==> src/rtl/irq_arb_pkg.sv <==
// Shared defaults for the interrupt line arbiter.
// Assumes: vector numbering is contiguous from a base value.
package irq_arb_pkg;
    localparam int DEF_LINES    = 16;
    localparam int DEF_VEC_BASE = 32;
    localparam int DEF_VEC_W    = 8;
endpackage

==> src/rtl/irq_edge_capture.sv <==
// Registers each request line and reports a one-cycle rising-edge strobe.
// Assumes: request lines are synchronous to clk.
module irq_edge_capture #(
    parameter int NUM_LINES = irq_arb_pkg::DEF_LINES
) (
    input  logic                 clk,
    input  logic                 rst_n,
    input  logic [NUM_LINES-1:0] lines_in,
    output logic [NUM_LINES-1:0] rise_out
);
    logic [NUM_LINES-1:0] stage1_q;
    logic [NUM_LINES-1:0] stage2_q;

    for (genvar g = 0; g < NUM_LINES; g++) begin : g_line
        // Two sample stages per line; the rise is seen between them.
        always_ff @(posedge clk) begin
            if (!rst_n) begin
                stage1_q[g] <= 1'b0;
                stage2_q[g] <= 1'b0;
            end else begin
                stage1_q[g] <= lines_in[g];
                stage2_q[g] <= stage1_q[g];
            end
        end
        // Strobe for a low-to-high transition.
        assign rise_out[g] = stage1_q[g] & ~stage2_q[g];
    end
endmodule

==> src/rtl/irq_status_regs.sv <==
// Holds the pending and in-service sets for all lines.
// Assumes: ack_set is one-hot or zero; a new edge wins over an ack clear.
module irq_status_regs #(
    parameter int NUM_LINES = irq_arb_pkg::DEF_LINES,
    localparam int ID_W     = $clog2(NUM_LINES)
) (
    input  logic                 clk,
    input  logic                 rst_n,
    input  logic [NUM_LINES-1:0] rise_in,
    input  logic [NUM_LINES-1:0] ack_set,
    input  logic                 eos_valid,
    input  logic [ID_W-1:0]      eos_line,
    output logic [NUM_LINES-1:0] pend_q,
    output logic [NUM_LINES-1:0] busy_q
);
    logic [NUM_LINES-1:0] eos_clr;

    // Decode the end-of-service line number into a clear mask.
    always_comb begin
        eos_clr = '0;
        if (eos_valid) eos_clr[eos_line] = 1'b1;
    end

    // Update pending (edges set, ack clears) and in-service (ack sets, end-of-service clears).
    always_ff @(posedge clk) begin
        if (!rst_n) begin
            pend_q <= '0;
            busy_q <= '0;
        end else begin
            pend_q <= (pend_q & ~ack_set) | rise_in;
            busy_q <= (busy_q & ~eos_clr) | ack_set;
        end
    end
endmodule

==> src/rtl/irq_priority_pick.sv <==
// Finds the lowest-numbered asserted bit of the eligible vector.
// Assumes: nothing about the number of asserted bits.
module irq_priority_pick #(
    parameter int NUM_LINES = irq_arb_pkg::DEF_LINES,
    localparam int ID_W     = $clog2(NUM_LINES)
) (
    input  logic [NUM_LINES-1:0] elig,
    output logic                 any,
    output logic [ID_W-1:0]      win_idx
);
    // Scan from the top down so that the lowest index is the last written.
    always_comb begin
        win_idx = '0;
        for (int i = NUM_LINES - 1; i >= 0; i--) begin
            if (elig[i]) win_idx = ID_W'(i);
        end
        any = |elig;
    end
endmodule

==> src/rtl/irq_arbiter.sv <==
// Top of the arbiter: edge capture, status sets, mask and enable gating,
// lowest-first selection and conversion to a vector number.
// Assumes: ack is taken only in a cycle where req_valid is high.
module irq_arbiter #(
    parameter int NUM_LINES  = irq_arb_pkg::DEF_LINES,
    parameter int VEC_BASE   = irq_arb_pkg::DEF_VEC_BASE,
    parameter int VEC_W      = irq_arb_pkg::DEF_VEC_W,
    localparam int ID_W      = $clog2(NUM_LINES)
) (
    input  logic                 clk,
    input  logic                 rst_n,
    input  logic [NUM_LINES-1:0] irq_in,
    input  logic [NUM_LINES-1:0] line_mask,
    input  logic                 glob_en,
    input  logic                 ack,
    input  logic                 eos_valid,
    input  logic [ID_W-1:0]      eos_line,
    output logic                 req_valid,
    output logic [VEC_W-1:0]     req_vector
);
    logic [NUM_LINES-1:0] rise;
    logic [NUM_LINES-1:0] pend;
    logic [NUM_LINES-1:0] busy;
    logic [NUM_LINES-1:0] elig;
    logic [NUM_LINES-1:0] ack_set;
    logic                 any;
    logic [ID_W-1:0]      win_idx;

    irq_edge_capture #(.NUM_LINES(NUM_LINES)) edge_i (
        .clk(clk), .rst_n(rst_n), .lines_in(irq_in), .rise_out(rise)
    );

    irq_status_regs #(.NUM_LINES(NUM_LINES)) stat_i (
        .clk(clk), .rst_n(rst_n), .rise_in(rise), .ack_set(ack_set),
        .eos_valid(eos_valid), .eos_line(eos_line),
        .pend_q(pend), .busy_q(busy)
    );

    // A line competes only if pending, unmasked and not in service.
    assign elig = pend & ~line_mask & ~busy;

    irq_priority_pick #(.NUM_LINES(NUM_LINES)) pick_i (
        .elig(elig), .any(any), .win_idx(win_idx)
    );

    // The offer is gated by the global enable.
    assign req_valid  = any & glob_en;
    assign req_vector = VEC_W'(VEC_BASE) + VEC_W'(win_idx);

    // A handshake on the offered line turns it from pending to in service.
    always_comb begin
        ack_set = '0;
        if (ack && req_valid) ack_set[win_idx] = 1'b1;
    end
endmodule

==> config.mk <==
export PLATFORM = sky130hd
export DESIGN_NAME = irq_arbiter
export DESIGN_NICKNAME = d
export VERILOG_FILES = /design/src/rtl/irq_arb_pkg.sv /design/src/rtl/irq_edge_capture.sv /design/src/rtl/irq_status_regs.sv /design/src/rtl/irq_priority_pick.sv /design/src/rtl/irq_arbiter.sv
export SDC_FILE = /design/constraint.sdc
export NUM_CORES = 1
export LEC_CHECK = 0
export ABC_AREA = 1
export BUFFER_PORTS_ARGS = -buffer_cell sky130_fd_sc_hd__buf_2
export CORE_MARGIN = 5
export CORE_UTILIZATION = 55
export DETAILED_ROUTE_END_ITERATION = 10
export PLACE_DENSITY_LB_ADDON = 0.15
export SETUP_SLACK_MARGIN = 0.02
export SLEW_MARGIN = 20
export SYNTH_ARGS = -nofsm -noshare
export SYNTH_HDL_FRONTEND = slang
export SYNTH_SLANG_ARGS = --single-unit
export TNS_END_PERCENT = 5
==> constraint.sdc <==
create_clock -name clk -period 7.36 [get_ports clk]
set_input_delay 2.208 -clock clk [delete_from_list [all_inputs] [get_ports clk]]
set_output_delay 2.208 -clock clk [all_outputs]
set_load 0.05 [all_outputs]
; ---- After elaboration in Yosys (flattened, before gate mapping)
; Index checks and enable logic that the tools add are counted.
[word_totals]
regBits = 64
elab_cells = 108
[classes]
addsub = 1
order_cmp = 4
mux = 22
bitwise_logic = 43
reduce_logical = 4
[ops]
columns = operator, count
row1 = $and A16 B16 Y16, 4
row2 = $mux W4, 16
row3 = $not A16 Y16, 4
row4 = $mux W16, 2
row5 = $or A16 B16 Y16, 2
row6 = $and A1 B1 Y1, 17
row7 = $not A1 Y1, 16
row8 = $reduce_or A16 Y1, 1
row9 = $lt A4 B5 Y1 const B, 2
row10 = $demux W1 S4, 2
row11 = $ge A4 B1 Y1 const B, 2
row12 = $add A6 B4 Y7 const A, 1
row13 = $logic_and A1 B1 Y1, 3
row14 = $mux W1, 2

; ---- Depth between registers and ports, before layout
; Gate-level depths: netlist of run 1.
[logic_depth]
word_depth = 27
depth_mapped = 21
depth_no_buf = 21

; ---- Hierarchy
; From an unflattened synthesis of run 1, not the netlist that was laid out.
[unflattened]
cells_unflattened = 399
hier_area_um2 = 2785.2
[modules_own_cells]
columns = module, n_inst, cells_each, area_each_um2
row1 = irq_status_regs, 1, 147, 1148.6
row2 = irq_edge_capture, 1, 131, 1034.7
row3 = irq_arbiter, 1, 72, 392.9
row4 = irq_priority_pick, 1, 49, 209.0

; ---- Worst setup path before layout of run 1
; OpenSTA, ideal clock, no wires.
[synth_path]
path_kind = input to output
startpoint = in line_mask[11]
endpoint = out req_vector[3]
t_arrival_ns = 3.916
slack_ns = 1.236
cell_stages = 4
path_cell_list = or3b_1 > nand2_1 > nor3_2 > nor3_1
[synth_between]
elab_chain_len = 16
[synth_lines]
columns = item, line
row1 = start: declaration, irq_arbiter.sv:13  ; input logic [NUM_LINES-1:0] line_mask,
row2 = $not A16 Y16, irq_arbiter.sv:40  ; assign elig = pend & ~line_mask & ~busy;
row3 = $and A16 B16 Y16 (2 in series), irq_arbiter.sv:40
row4 = $mux W4 (12 in series), irq_priority_pick.sv:15  ; if (elig[i]) win_idx = ID_W'(i);
row5 = $add A6 B4 Y7, irq_arbiter.sv:48  ; assign req_vector = VEC_W'(VEC_BASE) + VEC_W'(win_idx);
row6 = end: declaration, irq_arbiter.sv:19  ; output logic [VEC_W-1:0] req_vector
; Every way passes these cells.

; ---- Worst setup path after layout of run 1
[layout_path]
startpoint = in line_mask[11]
endpoint = out req_vector[0]
; The elaborated chain is that of the path after synthesis.

==> metrics, run 1 <==
crit path DAT=between 3 and 4 ns; top-area cell type share of the netlist area=0.490; fin crit period=just over 6 ns; hold buffers post-CTS=0; Max FO, Critical Path=9; Core ar.=4660 um^2; CTS tree=done; WHS Endpoint=stat_i.pend_q[3]; total of max-cap violations=0; Slew HR=0.644; type of the worst setup path=in -> out; Port-buffer cells=45; Top-Level Pins=50; R2R cell count=9; Clock Path Buffers=2; Slowest-stage cell, CP=or3b_1; width of the die=78.9 um; DRT iter0 DRCs=255; syn avg cell area=between 7 and 8 um^2; CTS buffer count=9; area grow syn2layout=17.8%; Final HPWL DP=~4000 um; LEAKAGE=1.67 nW; Worst-path clk slew=~0.070 ns; # setup viols final=0; most frequent CP cell=nand2_1; CP Cell Sequence=buf_2, or3b_1, nand2_1, nand2_1, nand2_1, nand2_1, nand2_1, nand2_1, nand2_1, nand2_1, nand2_1, nand2_1, nand2_2, nand2_2, inv_1, buf_2; Synth Warn #=0; Worst-Skew Late Latency=0.34 ns; layout cells sized above 1=0.210; total power=between 0.8 and 0.9 mW; clk_skew=0.00634 ns; first-pass GRT wire length=9180 um; Slowest Stage Delay on Critical Path=0.38 ns; post-synth cell types=24; H-tree depth=3; fin nets=431; initial core utilization=0.561; RR Endpoint=stat_i.pend_q[9]; Critical R2R Launch=stat_i.pend_q[0]; VDD IR max=165 uV; period utilization=0.823; initial antenna violation count=0; post-synth top area cell=dfxtp_1; Die Height=78.9 um; Tot GR Track Use=0.193; CTS-repair resized insts=0; Root Buffer=clkbuf_8; setup_tns=0 ns; final hold violations=0; commonest non-fill, non-tap cell in the layout=nand2_1; vias in the first global route=2018; Post-CTS Setup Bufs=0; pins over their slew limit=0; Sink Count=between 60 and 70; synthesized cell area=about 2600 um^2; Hold Crit Class=reg -> reg; # rows=25; maximum clock rate=about 0.17 GHz; PwrDens=269 nW/um^2; top cells by area, synth=dfxtp_1, nand2_1, inv_1; antenna cells=0; drt drc=0; drt total wl=5440 um; routed vias=2181; detail-routed net length per standard cell=12.1 um; Die ar.=6230 um^2; Hold Crit Start=edge_i.stage2_q[3]; Seq/Total Area, Yosys=0.490; most frequent cells in the layout=nand2_1, dfxtp_1, inv_1, buf_2, nand3_1; Overflow after GRT=0; FF+latch count, synth=64; worst hold slack=0.406 ns; drt pass-1 iters=4; Crit. End Element=output port; Worst EP required=5.15 ns; RSZ-0062 raised after global routing=no; status=finished, final reports clean; Post-Syn Instances=342; drt via density=4.86; Detail Route Antenna Nets=0; Final Wtd Congestion=0.966; largest net degree at the start of global routing=50; flop2flop setup slack=roughly 5.3 ns; Worst-Margin Slew=around 0.53 ns; hold path cells=1; Worst Setup Start Kind=input pin
-- cells by family (layout without fill, tap and decap cells) --
logic type / Yosys count / in the layout / synth area share
flip-flops: 64 / 64 / 0.490
AO/OA/AOI/OAI: 45 / 45 / 0.0958
AND/OR/NAND/NOR: 159 / 159 / 0.299
buffers and inverters: 72 / 123 / 0.112
other: 2 / 4 / 0.00287
-- final cells by class --
cell class / instances / area [um^2]
fill: 411 / 1580
timing repair buffer: 46 / 233
clock buffer: 11 / 141
tap: 54 / 67.6
multi-input combinational: 208 / 1050
clock inverter: 5 / 80.1
sequential: 64 / 1280
inverter: 61 / 229
-- critical path, delay by kind of cell --
family | cells | cell delay (ns)
simple gates | 13 | 1.22
buf+inv | 3 | 0.44
-- cell usage after synthesis --
library cell  instances
nand2_2               3
nand2_1              93
or2_2                 9
conb_1                2
nand3_1              20
inv_2                 1
a21boi_4              1
nand4_1               5
a21oi_1              18
nor2_2                3
clkbuf_1              6
dfxtp_1              64
o21ai_0              16
buf_4                 4
nor3_2                3
nor3_1                1
nand4_4               1
buf_6                 1
nor2_1                6
a21oi_4               1
or3b_1               12
inv_1                60
o21ai_1               9
nand3b_1              3
-- per-layer routing --
| layer | vias to the layer above | track usage | wire length, um |
|---|---|---|---|
| li1 | 1153 | - | - |
| met1 | 928 | 0.262 | 2490 |
| met2 | 92 | 0.277 | 2260 |
| met3 | 8 | 0.0703 | 602 |
| met4 | 0 | 0.0808 | 89 |
| met5 | - | 0 | 0 |
-- worst max path at each step --
stage,endpoint,startpoint,depth (start not counted),slack (ns)
3_5_place_dp,req_vector[0],line_mask[11],16,1.32
2_1_floorplan,req_vector[3],line_mask[11],4,1.24
3_3_place_gp,req_vector[0],line_mask[11],16,1.34
5_1_grt,req_vector[0],line_mask[15],21,1.09
4_1_cts,req_vector[0],line_mask[11],16,1.31
6_report,req_vector[0],line_mask[11],16,1.31
-- metrics by stage --
stage / util / setup WS (ns) / std cells / area [um^2]
2_1_floorplan: - / 1.24 / 344 / 2620
3_3_place_gp: 0.613 / 1.34 / 433 / 2860
3_5_place_dp: 0.613 / 1.32 / 433 / 2860
4_1_cts: 0.660 / 1.31 / 449 / 3080
5_1_grt: 0.660 / 1.09 / 449 / 3080
6_report: 0.660 / 1.31 / 449 / 3080
-- power breakdown --
group / switching [mW] / internal, mW / leakage, nW
Sequential: 0.00572 / 0.364 / 0.526
Combinational: 0.0877 / 0.0379 / 1.04
Clock: 0.133 / 0.199 / 0.106
-- flip-flops by register name, indices dropped and copies added, names as in the netlist --
register	flops
edge_i.stage1_q	16
stat_i.busy_q	16
stat_i.pend_q	16
edge_i.stage2_q	16
Note: power is estimated with default switching activity, not from simulation.
==> inputs of run 2 (changes only) <==
--- a/config.mk
+++ b/config.mk
@@ -8,7 +8,7 @@
 export ABC_AREA = 1
 export BUFFER_PORTS_ARGS = -buffer_cell sky130_fd_sc_hd__buf_2
 export CORE_MARGIN = 5
-export CORE_UTILIZATION = 55
+export CORE_UTILIZATION = 49
 export DETAILED_ROUTE_END_ITERATION = 10
 export PLACE_DENSITY_LB_ADDON = 0.15
 export SETUP_SLACK_MARGIN = 0.02
==> constraint.sdc (replaced) <==
create_clock -name clk -period 5.2 [get_ports clk]
set_input_delay 1.56 -clock clk [delete_from_list [all_inputs] [get_ports clk]]
set_output_delay 1.56 -clock clk [all_outputs]
set_load 0.05 [all_outputs]
==> metrics, run 2 (synthesis results as in run 1) <==
total power=1.17 mW (was 0.828 mW); DRT iter0 DRCs=184 (was 255); Port-buffer cells=45 (unchanged); type of the worst setup path=in -> out (unchanged); Crit. End Element=output port (unchanged); Final Wtd Congestion=0.908 (was 0.966); VDD IR max=190 uV (was 165 uV); Multi-input gate area=1050 um^2 (unchanged); # setup viols final=0 (unchanged); Slowest Stage Delay on Critical Path=0.39 ns (was 0.38 ns); CP Cell Sequence=buf_2, or3b_1, nand2_1, nand2_1, nand2_1, nand2_1, nand2_1, nand2_1, nand2_1, nand2_1, nand2_1, nand2_1, nand2_2, nand2_2, inv_1, buf_2 (unchanged); area grow syn2layout=18.5% (was 17.8%); Slowest-stage cell, CP=or3b_1 (unchanged); Worst-path clk slew=0.06 ns (was 0.07 ns); drt drc=0 (unchanged); drt via density=4.59 (was 4.86); period utilization=0.915; crit path DAT=3.20 ns (was 3.85 ns); pins over their slew limit=0 (unchanged); Post-CTS Setup Bufs=0 (unchanged); Top-Level Pins=50 (unchanged); first-pass GRT wire length=9090 um (was 9180 um); Sink Count=64 (unchanged); Clock Path Buffers=2 (unchanged); routed vias=2132 (was 2181); filler cell count=510 (was 411); drt pass-1 iters=4 (unchanged); setup_tns=0 ns (unchanged); PwrDens=377 nW/um^2 (was 269 nW/um^2); total of max-cap violations=0 (unchanged); detail-routed net length per standard cell=11.8 um (was 12.1 um); layout cells sized above 1=0.208 (was 0.210); # rows=26 (was 25); maximum clock rate=0.210 GHz; Top Layer Used=met4 (unchanged); largest net degree at the start of global routing=27 (was 50); width of the die=83.0 um (was 78.9 um); Root Buffer=clkbuf_8 (unchanged); Max FO, Critical Path=9 (unchanged); fin nets=431 (unchanged); wl on met1=2720 um (was 2490 um); LEAKAGE=1.68 nW (was 1.67 nW); Worst-Skew Late Latency=0.33 ns (was 0.34 ns); sequential cell area=1280 um^2 (unchanged); commonest non-fill, non-tap cell in the layout=nand2_1 (unchanged); drt total wl=5480 um (was 5440 um); vias in the first global route=1973 (was 2018); RSZ-0062 raised after global routing=no (unchanged); most frequent cells in the layout=nand2_1, dfxtp_1, inv_1, buf_2, nand3_1 (unchanged); Hold Crit Class=reg -> reg (unchanged); initial core utilization=0.508 (was 0.561); Detail Route Antenna Nets=0 (unchanged); Final HPWL DP=4260 um (was 4030 um); Worst EP required=3.64 ns (was 5.15 ns); clk_skew=0.00245 ns (was 0.00634 ns); WL met2=2350 um (was 2260 um); initial antenna violation count=0 (unchanged); Die ar.=6890 um^2 (was 6230 um^2); Tot GR Track Use=0.166 (was 0.193); fin crit period=4.76 ns; hold buffers post-CTS=0 (unchanged); met3 wire len=310 um (was 602 um); H-tree depth=3 (unchanged); Slew HR=0.642 (was 0.644); antenna cells=0 (unchanged); Worst-Margin Slew=0.536 ns (was 0.533 ns); Overflow after GRT=0 (unchanged); Worst Setup Start Kind=input pin (unchanged); Core ar.=5140 um^2 (was 4660 um^2); CTS buffer count=9 (unchanged); most frequent CP cell=nand2_1 (unchanged); CTS tree=done (unchanged); Die Height=83.0 um (was 78.9 um); CTS-repair resized insts=0 (unchanged); status=finished, final reports clean (unchanged); final hold violations=0 (unchanged)
==> run 2: changes by cell type in the layout (fill, tap and decap cells not counted), sizes merged <==
cell / before / now
clkinvlp: 2 / 0
clkbuf: 11 / 12
==> run 2: metrics by stage <==
step	instances	util	instance area, um^2	worst slack, ns	hold slack (ns)
6_report	464	0.602	3100	0.442	0.403
5_1_grt	464	0.602	3100	0.269	0.417
2_1_floorplan	344	-	2620	0.372	0.389
4_1_cts	464	0.602	3100	0.444	0.407
3_5_place_dp	449	0.560	2880	0.448	0.397
3_3_place_gp	449	0.560	2880	0.467	0.392
==> run 2: area by class of cell <==
class / instances / area share
clock buffer: 12 / 0.0501
multi-input combinational: 208 / 0.338
sequential: 64 / 0.414
timing repair buffer: 46 / 0.0752
tap: 70 / 0.0283
inverter: 61 / 0.0739
clock inverter: 3 / 0.0210
==> run 2: path summary, 6_finish.rpt <==
kind                            from               end  slack, ns  cells after the start
hold / removal    edge_i.stage2_q[5]  stat_i.pend_q[5]       0.40                      1
setup / recovery       line_mask[11]     req_vector[0]       0.44                     16
setup reg to reg    stat_i.pend_q[0]  stat_i.pend_q[7]       3.16                      9
hold reg to reg   edge_i.stage2_q[5]  stat_i.pend_q[5]       0.40                      1
==> run 2: power breakdown <==
group	internal (mW)	switching (mW)
clock network	0.293	0.172
registers	0.516	0.00851
logic	0.0536	0.124
==> run 2: worst max-delay path, delay by kind of cell <==
kind | cells | cell delay, ns
buf+inv | 3 | 0.44
simple gates | 13 | 1.20
==> run 2: per-layer routing <==
layer | up-vias | track usage
met3 | 8 | 0.0406
met2 | 54 | 0.242
met1 | 920 | 0.222
met5 | - | 0
met4 | 0 | 0.0936
li1 | 1150 | -
